$ cat src/rtl/synth_i2c_pkg.sv
package synth_i2c_pkg;
  localparam int BYTE_W = 8;

  typedef enum logic [2:0] {
    ST_IDLE,
    ST_ADDR,
    ST_ADDR_ACK,
    ST_WR_DATA,
    ST_WR_ACK,
    ST_RD_DATA,
    ST_RD_ACK,
    ST_RD_NEXT
  } bus_state_t;

  // second byte of a control pair
  typedef struct packed {
    logic [1:0] cp;
    logic       re;
    logic       rs;
    logic [3:0] port;
  } ctrl_lo_t;
endpackage

$ cat src/rtl/i2c_line_sync.sv
module i2c_line_sync #(
  parameter int STAGES = 2
) (
  input  logic clk,
  input  logic rst,
  input  logic scl_i,
  input  logic sda_i,
  output logic sda_s,
  output logic scl_rise,
  output logic scl_fall,
  output logic start_det,
  output logic stop_det
);
  // bit 1 = SCL, bit 0 = SDA
  logic [1:0] pipe [STAGES];
  logic [1:0] prev;
  logic [1:0] cur;

  always_ff @(posedge clk) begin
    if (rst) begin
      for (int i = 0; i < STAGES; i++) pipe[i] <= 2'b11;
      prev <= 2'b11;
    end else begin
      pipe[0] <= {scl_i, sda_i};
      for (int i = 1; i < STAGES; i++) pipe[i] <= pipe[i-1];
      prev <= pipe[STAGES-1];
    end
  end

  assign cur       = pipe[STAGES-1];
  assign sda_s     = cur[0];
  assign scl_rise  = cur[1] & ~prev[1];
  assign scl_fall  = ~cur[1] & prev[1];
  assign start_det = cur[1] & prev[1] & prev[0] & ~cur[0];
  assign stop_det  = cur[1] & prev[1] & ~prev[0] & cur[0];
endmodule

$ cat src/rtl/i2c_byte_engine.sv
module i2c_byte_engine
  import synth_i2c_pkg::*;
#(
  parameter int          ADDR_FIX_W = 5,
  parameter logic [4:0]  ADDR_FIX   = 5'b11000
) (
  input  logic              clk,
  input  logic              rst,
  input  logic              sda_s,
  input  logic              scl_rise,
  input  logic              scl_fall,
  input  logic              start_det,
  input  logic              stop_det,
  input  logic [1:0]        addr_sel,
  input  logic              lock_i,
  output logic              sda_oe,
  output logic              wr_begin,
  output logic              byte_stb,
  output logic [BYTE_W-1:0] byte_data,
  output logic              por_flag
);
  localparam int CNT_W = $clog2(BYTE_W + 1);
  localparam logic [CNT_W-1:0] LAST_BIT = CNT_W'(BYTE_W - 1);
  localparam logic [CNT_W-1:0] FULL     = CNT_W'(BYTE_W);

  bus_state_t        state_q;
  logic [CNT_W-1:0]  cnt_q;
  logic [BYTE_W-1:0] sh_q;
  logic              rw_q, match_q, rd_seen_q;
  logic [BYTE_W-1:0] shifted;
  logic [BYTE_W-1:0] status;
  logic [6:0]        own_addr;

  assign shifted  = {sh_q[BYTE_W-2:0], sda_s};
  assign status   = {por_flag, lock_i, 6'b000000};
  assign own_addr = {ADDR_FIX[ADDR_FIX_W-1:0], addr_sel};

  always_ff @(posedge clk) begin
    if (rst) begin
      state_q   <= ST_IDLE;
      cnt_q     <= '0;
      sh_q      <= '0;
      rw_q      <= 1'b0;
      match_q   <= 1'b0;
      rd_seen_q <= 1'b0;
      por_flag  <= 1'b1;
      sda_oe    <= 1'b0;
      wr_begin  <= 1'b0;
      byte_stb  <= 1'b0;
      byte_data <= '0;
    end else begin
      wr_begin <= 1'b0;
      byte_stb <= 1'b0;
      if (stop_det) begin
        state_q <= ST_IDLE;
        sda_oe  <= 1'b0;
        cnt_q   <= '0;
        if (rd_seen_q) begin
          por_flag  <= 1'b0;
          rd_seen_q <= 1'b0;
        end
      end else if (start_det) begin
        state_q <= ST_ADDR;
        sda_oe  <= 1'b0;
        cnt_q   <= '0;
      end else begin
        case (state_q)
          ST_ADDR, ST_WR_DATA: begin
            if (scl_rise && cnt_q < FULL) begin
              sh_q  <= shifted;
              cnt_q <= cnt_q + 1'b1;
              if (cnt_q == LAST_BIT) begin
                if (state_q == ST_ADDR) begin
                  match_q <= (shifted[BYTE_W-1:1] == own_addr);
                  rw_q    <= shifted[0];
                end else begin
                  byte_stb  <= 1'b1;
                  byte_data <= shifted;
                end
              end
            end else if (scl_fall && cnt_q == FULL) begin
              if (state_q == ST_ADDR && !match_q) begin
                state_q <= ST_IDLE;
              end else begin
                sda_oe  <= 1'b1;
                state_q <= (state_q == ST_ADDR) ? ST_ADDR_ACK : ST_WR_ACK;
              end
            end
          end
          ST_ADDR_ACK: begin
            if (scl_fall) begin
              cnt_q <= '0;
              if (rw_q) begin
                sh_q      <= status;
                sda_oe    <= ~status[BYTE_W-1];
                rd_seen_q <= 1'b1;
                state_q   <= ST_RD_DATA;
              end else begin
                sda_oe   <= 1'b0;
                wr_begin <= 1'b1;
                state_q  <= ST_WR_DATA;
              end
            end
          end
          ST_WR_ACK: begin
            if (scl_fall) begin
              sda_oe  <= 1'b0;
              cnt_q   <= '0;
              state_q <= ST_WR_DATA;
            end
          end
          ST_RD_DATA: begin
            if (scl_rise) begin
              cnt_q <= cnt_q + 1'b1;
            end else if (scl_fall && cnt_q != '0) begin
              if (cnt_q == FULL) begin
                sda_oe  <= 1'b0;
                state_q <= ST_RD_ACK;
              end else begin
                sh_q   <= sh_q << 1;
                sda_oe <= ~sh_q[BYTE_W-2];
              end
            end
          end
          ST_RD_ACK: begin
            if (scl_rise) state_q <= sda_s ? ST_IDLE : ST_RD_NEXT;
          end
          ST_RD_NEXT: begin
            if (scl_fall) begin
              sh_q    <= status;
              sda_oe  <= ~status[BYTE_W-1];
              cnt_q   <= '0;
              state_q <= ST_RD_DATA;
            end
          end
          default: state_q <= ST_IDLE;
        endcase
      end
    end
  end
endmodule

$ cat src/rtl/synth_reg_decode.sv
module synth_reg_decode
  import synth_i2c_pkg::*;
#(
  parameter int FREQ_W = 15
) (
  input  logic              clk,
  input  logic              rst,
  input  logic              wr_begin,
  input  logic              byte_stb,
  input  logic [BYTE_W-1:0] byte_data,
  input  logic              stop_det,
  output logic [FREQ_W-1:0] freq_word,
  output logic              test_en,
  output logic [1:0]        test_sel,
  output logic [3:0]        ref_code,
  output logic [1:0]        cp_sel,
  output logic              ref_out_en,
  output logic              ref_out_sel,
  output logic [3:0]        port_out
);
  localparam int HI_W = FREQ_W - BYTE_W;

  logic [HI_W-1:0] hi_q;
  logic            pend_q;
  logic            second_q;
  logic            ctrl_pair_q;
  ctrl_lo_t        lo_fields;

  assign lo_fields = ctrl_lo_t'(byte_data);

  always_ff @(posedge clk) begin
    if (rst) begin
      freq_word   <= '0;
      hi_q        <= '0;
      pend_q      <= 1'b0;
      second_q    <= 1'b0;
      ctrl_pair_q <= 1'b0;
      test_en     <= 1'b0;
      test_sel    <= 2'b00;
      ref_code    <= 4'h0;
      cp_sel      <= 2'b00;
      ref_out_en  <= 1'b1;
      ref_out_sel <= 1'b1;
      port_out    <= 4'h0;
    end else if (wr_begin) begin
      second_q <= 1'b0;
    end else if (byte_stb) begin
      if (!second_q) begin
        second_q    <= 1'b1;
        ctrl_pair_q <= byte_data[BYTE_W-1];
        if (byte_data[BYTE_W-1]) begin
          test_en  <= byte_data[6];
          test_sel <= byte_data[6] ? byte_data[5:4] : 2'b00;
          ref_code <= byte_data[3:0];
        end else begin
          hi_q   <= byte_data[HI_W-1:0];
          pend_q <= 1'b1;
        end
      end else begin
        second_q <= 1'b0;
        if (ctrl_pair_q) begin
          cp_sel      <= lo_fields.cp;
          ref_out_en  <= lo_fields.re;
          ref_out_sel <= lo_fields.rs;
          port_out    <= lo_fields.port;
        end else begin
          freq_word <= {hi_q, byte_data};
          pend_q    <= 1'b0;
        end
      end
    end else if (stop_det && pend_q) begin
      freq_word <= {hi_q, freq_word[BYTE_W-1:0]};
      pend_q    <= 1'b0;
    end
  end
endmodule

$ cat src/rtl/synth_ctrl_if.sv
module synth_ctrl_if
  import synth_i2c_pkg::*;
#(
  parameter int         SYNC_STAGES = 2,
  parameter logic [4:0] ADDR_FIX    = 5'b11000,
  parameter int         FREQ_W      = 15
) (
  input  logic              clk,
  input  logic              rst,
  input  logic              scl_i,
  input  logic              sda_i,
  output logic              sda_oe,
  input  logic [1:0]        addr_sel,
  input  logic              lock_i,
  output logic [FREQ_W-1:0] freq_word,
  output logic              test_en,
  output logic [1:0]        test_sel,
  output logic [3:0]        ref_code,
  output logic [1:0]        cp_sel,
  output logic              ref_out_en,
  output logic              ref_out_sel,
  output logic [3:0]        port_out
);
  logic              sda_s, scl_rise, scl_fall, start_det, stop_det;
  logic              wr_begin, byte_stb, por_flag;
  logic [BYTE_W-1:0] byte_data;

  i2c_line_sync #(.STAGES(SYNC_STAGES)) u_sync (
    .clk(clk), .rst(rst), .scl_i(scl_i), .sda_i(sda_i),
    .sda_s(sda_s), .scl_rise(scl_rise), .scl_fall(scl_fall),
    .start_det(start_det), .stop_det(stop_det)
  );

  i2c_byte_engine #(.ADDR_FIX_W(5), .ADDR_FIX(ADDR_FIX)) u_eng (
    .clk(clk), .rst(rst), .sda_s(sda_s), .scl_rise(scl_rise),
    .scl_fall(scl_fall), .start_det(start_det), .stop_det(stop_det),
    .addr_sel(addr_sel), .lock_i(lock_i), .sda_oe(sda_oe),
    .wr_begin(wr_begin), .byte_stb(byte_stb), .byte_data(byte_data),
    .por_flag(por_flag)
  );

  synth_reg_decode #(.FREQ_W(FREQ_W)) u_dec (
    .clk(clk), .rst(rst), .wr_begin(wr_begin), .byte_stb(byte_stb),
    .byte_data(byte_data), .stop_det(stop_det), .freq_word(freq_word),
    .test_en(test_en), .test_sel(test_sel), .ref_code(ref_code),
    .cp_sel(cp_sel), .ref_out_en(ref_out_en), .ref_out_sel(ref_out_sel),
    .port_out(port_out)
  );
endmodule

$ cat config.mk
export PLATFORM = sky130hd
export DESIGN_NAME = synth_ctrl_if
export DESIGN_NICKNAME = d
export VERILOG_FILES = /design/src/rtl/synth_i2c_pkg.sv /design/src/rtl/i2c_line_sync.sv /design/src/rtl/i2c_byte_engine.sv /design/src/rtl/synth_reg_decode.sv /design/src/rtl/synth_ctrl_if.sv
export SDC_FILE = /design/constraint.sdc
export NUM_CORES = 1
export LEC_CHECK = 0
export CAP_MARGIN = 0
export CORE_UTILIZATION = 30
export CTS_BUF_LIST = sky130_fd_sc_hd__clkbuf_8
export CTS_CLUSTER_SIZE = 10
export DETAILED_ROUTE_END_ITERATION = 6
export GPL_ROUTABILITY_DRIVEN = 0
export GPL_TIMING_DRIVEN = 0
export MAX_ROUTING_LAYER = met4
export PLACE_DENSITY_LB_ADDON = 0.12
export SYNTH_ARGS = -nofsm -noshare
export SYNTH_HDL_FRONTEND = slang
export SYNTH_HIERARCHICAL = 1
export SYNTH_SLANG_ARGS = --single-unit
$ cat constraint.sdc
create_clock -name clk -period 1.9 [get_ports clk]
set_input_delay 0.38 -clock clk [delete_from_list [all_inputs] [get_ports clk]]
set_output_delay 0.38 -clock clk [all_outputs]
set_load 0.03 [all_outputs]
# Word level (Yosys, flattened, before mapping)

Memory sizes are Yosys's and may differ from the RTL's.
Index checks and enable logic that the tools add are counted.
Widths: inputs -> output; s select.

Flip-flop bits (word level): 71
Bits in writable memories: 4
Bits of input ports: 7
Output and inout bits: 31
Word-level logic and storage cells: 184
Memories kept: 1

Memory list:

| memory      | words | width | read ports | clocked after Yosys merged registers in | wr ports | RTL line            | text |
|---|---|---|---|---|---|---|---|
| u_sync.pipe | 2     | 2     | 2          | 0                                       | 2        | i2c_line_sync.sv:15 | `logic [1:0] pipe [STAGES];` |

Add/subtract/negate cells: 1
Order comparisons: 1
Equality and inequality tests: 38
Mux-type cells: 56
Bitwise gates (word level): 27
Reductions and logical operators: 34

Operator list:

| cell               | count |
|---|---|
| $mux 15            | 4 |
| $mux 7             | 7 |
| $mux 3             | 13 |
| $reduce_and 4->1   | 8 |
| $pmux 7 s4         | 1 |
| $reduce_and 9->1   | 3 |
| $ne 2x1->1 const B | 12 |
| $ne 3x2->1 const B | 8 |
| $mux 1             | 22 |
| $not 1->1          | 18 |
| $pmux 3 s6         | 1 |
| $eq 3x3->1 const B | 4 |
| $mux 4             | 3 |
| $pmux 4 s3         | 1 |
| $reduce_and 6->1   | 2 |
| $ne 2x2->1 const B | 5 |
| $reduce_and 10->1  | 1 |
| $ne 3x3->1 const B | 3 |
| $reduce_bool 4->1  | 2 |
| $and 1x1->1        | 7 |
| $eq 7x7->1         | 1 |
| $eq 3x2->1 const B | 2 |
| $mux 2             | 3 |
| $reduce_or 2->1    | 3 |
| 17 further kinds   | 23 |

# Logic depth before layout (Yosys ltp)

An unclocked memory read counts as a cell.

Depth after elaboration: 8
Gate-level depth with buffers: 8
Gate-level depth less buffers: 7

# By module

Netlist, hierarchy kept.

Modules (own cells, without submodules):

| module           | instances | cells each | area each (sq um) | seq. area each (sq um) |
|---|---|---|---|---|
| i2c_byte_engine  | 1         | 179        | 1,585.3           | 580.6 |
| synth_reg_decode | 1         | 176        | 1,584.0           | 800.8 |
| i2c_line_sync    | 1         | 16         | 190.2             | 120.1 |

# Worst setup path after synthesis

Ideal clock, no wire load.

Path type: register to register
From: mem u_sync.pipe[1][0], in the netlist u_sync/pipe[0][2]
To: reg u_eng.match_q
Setup time: 0.128 ns
Arrival: 1.672 ns
Data required time: 1.772 ns
Path slack: 0.100 ns
Stages on the path, launching flop included: 7
Buffers on the path: 0
Period minus slack after synthesis: 1.800 ns
Path through: dfxtp_1 -> and4b_1 -> or2_2 -> nor4_2 -> and2_1 -> mux2i_1 -> nor2_1

RTL lines:

| what                   | RTL line              | text |
|---|---|---|
| start: declaration     | i2c_line_sync.sv:15   |  |
| end signal: assignment | i2c_byte_engine.sv:74 | `match_q <= (shifted[BYTE_W-1:1] == own_addr);` |
| end: declaration       | i2c_byte_engine.sv:29 | `logic rw_q, match_q, rd_seen_q;` |

# Final worst setup path

From: reg u_sync.prev[1] (read register of u_sync.pipe)
To: reg u_eng.sh_q[0]

Word-level cells in the longest chain between the ends: 5
Elaborated cells on any way between the ends: 18
Those cells by class: eq/ne (5); bitwise (10); reduce/logical (3)

Ends and longest elaborated chain:

| what                        | RTL line               | text |
|---|---|---|
| start: declaration          | i2c_line_sync.sv:16    | `logic [1:0] prev;` |
| $and 1x1->1 (3 in series)   | i2c_line_sync.sv:35    | `assign stop_det = cur[1] & prev[1] & ~prev[0] & cur[0];` |
| net stop_det                | synth_ctrl_if.sv:24    | `logic sda_s, scl_rise, scl_fall, start_det, stop_det;` |
| $not 1->1 (no line)         | n/a                    |  |
| $reduce_and 10->1 (no line) | n/a                    |  |
| end signal: assignment      | i2c_byte_engine.sv:70  | `sh_q <= shifted;` |
| end signal: assignment      | i2c_byte_engine.sv:94  | `sh_q <= status;` |
| end signal: assignment      | i2c_byte_engine.sv:120 | `sh_q <= sh_q << 1;` |
| end: declaration            | i2c_byte_engine.sv:28  | `logic [BYTE_W-1:0] sh_q;` |

The timed path passes the listed nets, and every way through them passes these cells.
A chain may end at the register's enable or synchronous reset.

==> results.cfg <==
[yosys]
synthMuxAreaShare_pct = 6.55
synth_compound_area_share_pct = 14.6
synth_cell_types = 59
syn_area_um2 = 3360
synth_flop_cell = dfxtp_1
synth_area_per_cell_um2 = 9.06
synth_xor_area_share_pct = 1.04
synth_simple_gate_area_share_pct = 26.3
synth_top_family_by_area = simple AND/OR/NAND/NOR gates
synth_fa_ha_area_share_pct = 1.08
ys_seq_area_share_pct = 44.7
synth_edf_count = 0
yosysTopAreaCellShare_pct = 44.7
syn_inst = 371
synth_common_cells = 75 x dfxtp_1, 54 x nand2_1, 44 x a21oi_1
async_flop_share_pct = 0
yosys_warnings = 6
yosysMostFrequentCell = dfxtp_1
yosys.area.top_type = dfxtp_1
ys_ff_latch = 75
syn_nets = 380
yosys-top-cells-area = dfxtp_1 45%, a21oi_1 6.6%, mux2i_1 6.6%

[timing]
rsz0062_at_grt = yes
fin_crit_ps = 1880
hold_violations = 0
slew_violations = 0
tightestPinTransition_ps = 642
finalCritPeriodShare_pct = 98.9
fin_skew_ps = 13.3
setup_ws_ps = 20.6
fmaxAchievable_mhz = 532
fin_tns_setup_ps = 0
final-setup-viol-count = 0
relSlewSlack_pct = 57.2

[route]
drc_errors = 0
drt-met1-wl_um = 3980
antenna_left = 0
via_per_inst = 4.88
routedWlPerCell_um = 14.0
drtPass1Iterations = 4
dr_wl_met2_um = 3720
dr_wl_met3_um = 224
num_vias = 2778
wl_um = 7980
drt_iter0_drc = 99
top_layer = met4

[die]
die_y_um = 108
die_w_um = 108
start_util_pct = 30.9
coreArea_um2 = 10900
row_count = 38
dieArea_um2 = 11600
io_pins = 38

[cells_and_area]
drive_gt1_share_pct = 16.3
stdcell_count = 569
antennaDiodeCount = 0
fillers = 1126
fin_nets = 433
areaGrowthSynthToFinish_pct = 25.5

[run]
maxCapViolations = 0

[clock_tree]
cts_buffer_depth = 2
cts_buffers = 9
cts_hold_buffers = 0
clkTransAtPathRegs_ps = 80
ctsHtreeMaxLevel = 3
cts_tree = yes
worstSkewPairLatency_ps = 350
clock-sinks = 75
cts-root-buf = clkbuf_8

[outcome]
outcome = completed

[power_and_ir_drop]
swShare_pct = 26.4
switchingPower_mw = 0.904
intPower_mw = 2.52
p_seq_share_pct = 47.4
leakagePower_nw = 1.45
peakVddDrop_v = 0.000289
power_density_nw_per_um2 = 811
total_power_mw = 3.42
power_frac_clock_pct = 41.4
p_comb_share_pct = 11.2

[grt]
grt_overflow = 0
grt_pass1_vias = 2435
grt_pass1_wl_um = 12900
grt_usage_pct = 15.0
antenna_found_initial = 0
grt_max_degree = 16

[place]
dpl.hpwl_um = 5690
pre_cts_ws_ps = -338
numPortBuffers = 37
placed_cells_incl_taps = 548

[worst_setup_path]
arrival_ps = 2110
critPathLaunchType = register
timing.rr.start = u_sync/prev[1]
r2r_slack_ps = 20
slowest_delay_ps = 350
cp_cell_sequence = and4b_2 -> or2_4 -> a221oi_2 -> o221a_2 -> buf_6 -> mux2i_1 -> nor2_1
path_class = reg -> reg
critical_path.slowest_cell = dfxtp_2
reg2reg_to = u_eng/sh_q[0]
required_ps = 2130
crit_fanout = 10
r2r_cells = 7
crit_path_end_kind = register

[min_path]
holdPathStages = 1
hold_end = u_sync/pipe[0][3]
hold_path.class = reg -> reg
hold_start = u_sync/pipe[0][1]
[worst max path at each step]
| stage | start | end | slack (ps) | cells after the start |
|---|---|---|---|---|
| floorplan | u_sync/pipe[0][2] | u_eng/match_q | 100 | 6 |
| global placement | rst | u_eng/match_q | -310 | 4 |
| detailed placement | rst | u_eng/byte_stb | -340 | 4 |
| CTS | u_sync/prev[1] | u_eng/state_q[2] | 20 | 7 |
| global route | u_sync/prev[1] | u_eng/sh_q[0] | -20 | 7 |
| finish | u_sync/prev[1] | u_eng/sh_q[0] | 20 | 7 |
[critical path, delay by kind of cell, from the launching register on]
kind | cells | cell delay [ps]
AOI/OAI and AO/OA | 2 | 500
buffers and inverters | 1 | 150
DFF | 1 | 350
muxes | 1 | 180
and+or+nand+nor | 3 | 590
[registers in the layout, indices dropped and copies added, names as in the netlist, 3 cells and up]
signal and count:
u_eng/sh_q 7, u_eng/byte_data 8, u_dec/ref_code 4, u_dec/hi_q 7
u_sync/pipe 4, u_dec/port_out 4, u_dec/freq_word 15, u_eng/state_q 3
u_eng/cnt_q 4
[cells in the final DEF, fill, tap and decap left out, types with 3 or more instances in the layout]
| cell | instances |
|---|---|
| o21ai_0 | 8 |
| inv_1 | 5 |
| clkdlybuf4s50_1 | 37 |
| inv_6 | 3 |
| a211o_1 | 3 |
| nor2b_1 | 5 |
| nand2b_1 | 7 |
| dfxtp_1 | 71 |
| nand2_1 | 54 |
| nand3_1 | 18 |
| clkbuf_8 | 9 |
| nand3b_1 | 3 |
| a211oi_1 | 3 |
| a211oi_2 | 3 |
| mux2i_1 | 22 |
| nor3_1 | 3 |
| buf_2 | 5 |
| nand4bb_1 | 3 |
| buf_4 | 7 |
| dfxtp_2 | 3 |
| clkbuf_1 | 6 |
| a21oi_1 | 43 |
| buf_6 | 8 |
| nor2_1 | 33 |
| xor2_1 | 3 |
| or2_1 | 6 |
[what timing repair did]
item	4_1_cts	5_1_grt
setup endpoints to repair	18	21
setup buffers	3	1
gates resized for setup	8	11
pin swaps	1	2
hold endpoints to repair	0	0
gates cloned	1	0
[cell type report]
cell class | instances | area [um^2] | share of cell area (%)
plain buffers | 25 | 176 | 4.18
clock buffers | 9 | 124 | 2.94
clock inverters | 7 | 105 | 2.49
inverters | 5 | 18.8 | 0.445
multi-input cells | 267 | 1710 | 40.5
flip-flops and latches | 75 | 1510 | 35.8
well taps | 140 | 175 | 4.15
repair buffers | 41 | 400 | 9.49
[stage by stage]
stage          utilization [%]  area, um^2  hold slack, ps
2_1_floorplan                -        3360             383
3_3_place_gp              35.9        3910             386
3_5_place_dp              35.9        3910             395
4_1_cts                   38.4        4190             419
5_1_grt                   38.7        4220             433
6_report                  38.7        4220             411
[power by group through the flow]
stage | Clock, mW | Combinational [mW] | Sequential [mW]
floorplan | 0 | 0.269 | 1.65
global placement | 0 | 0.359 | 1.66
detailed placement | 0 | 0.355 | 1.66
CTS | 1.47 | 0.370 | 1.62
global route | 1.54 | 0.413 | 1.62
finish | 1.42 | 0.381 | 1.62
[cell families (layout without fill, tap and decap cells)]
family                   Yosys count  after routing
adder cells (fa/ha/maj)            3              3
buffers and inverters             30             87
XOR/XNOR                           4              4
AND/OR/NAND/NOR                  160            161
AO/OA/AOI/OAI                     77             77
flip-flops                        75             75
multiplexers                      22             22
[layer usage]
metal / vias up / track usage (%)
li1: 1401 / -
met1: 1331 / 19.9
met2: 42 / 22.4
met3: 4 / 3.45
met4: 0 / 4.99
met5: - / -
No activity file was read; power rests on OpenSTA's default activity.
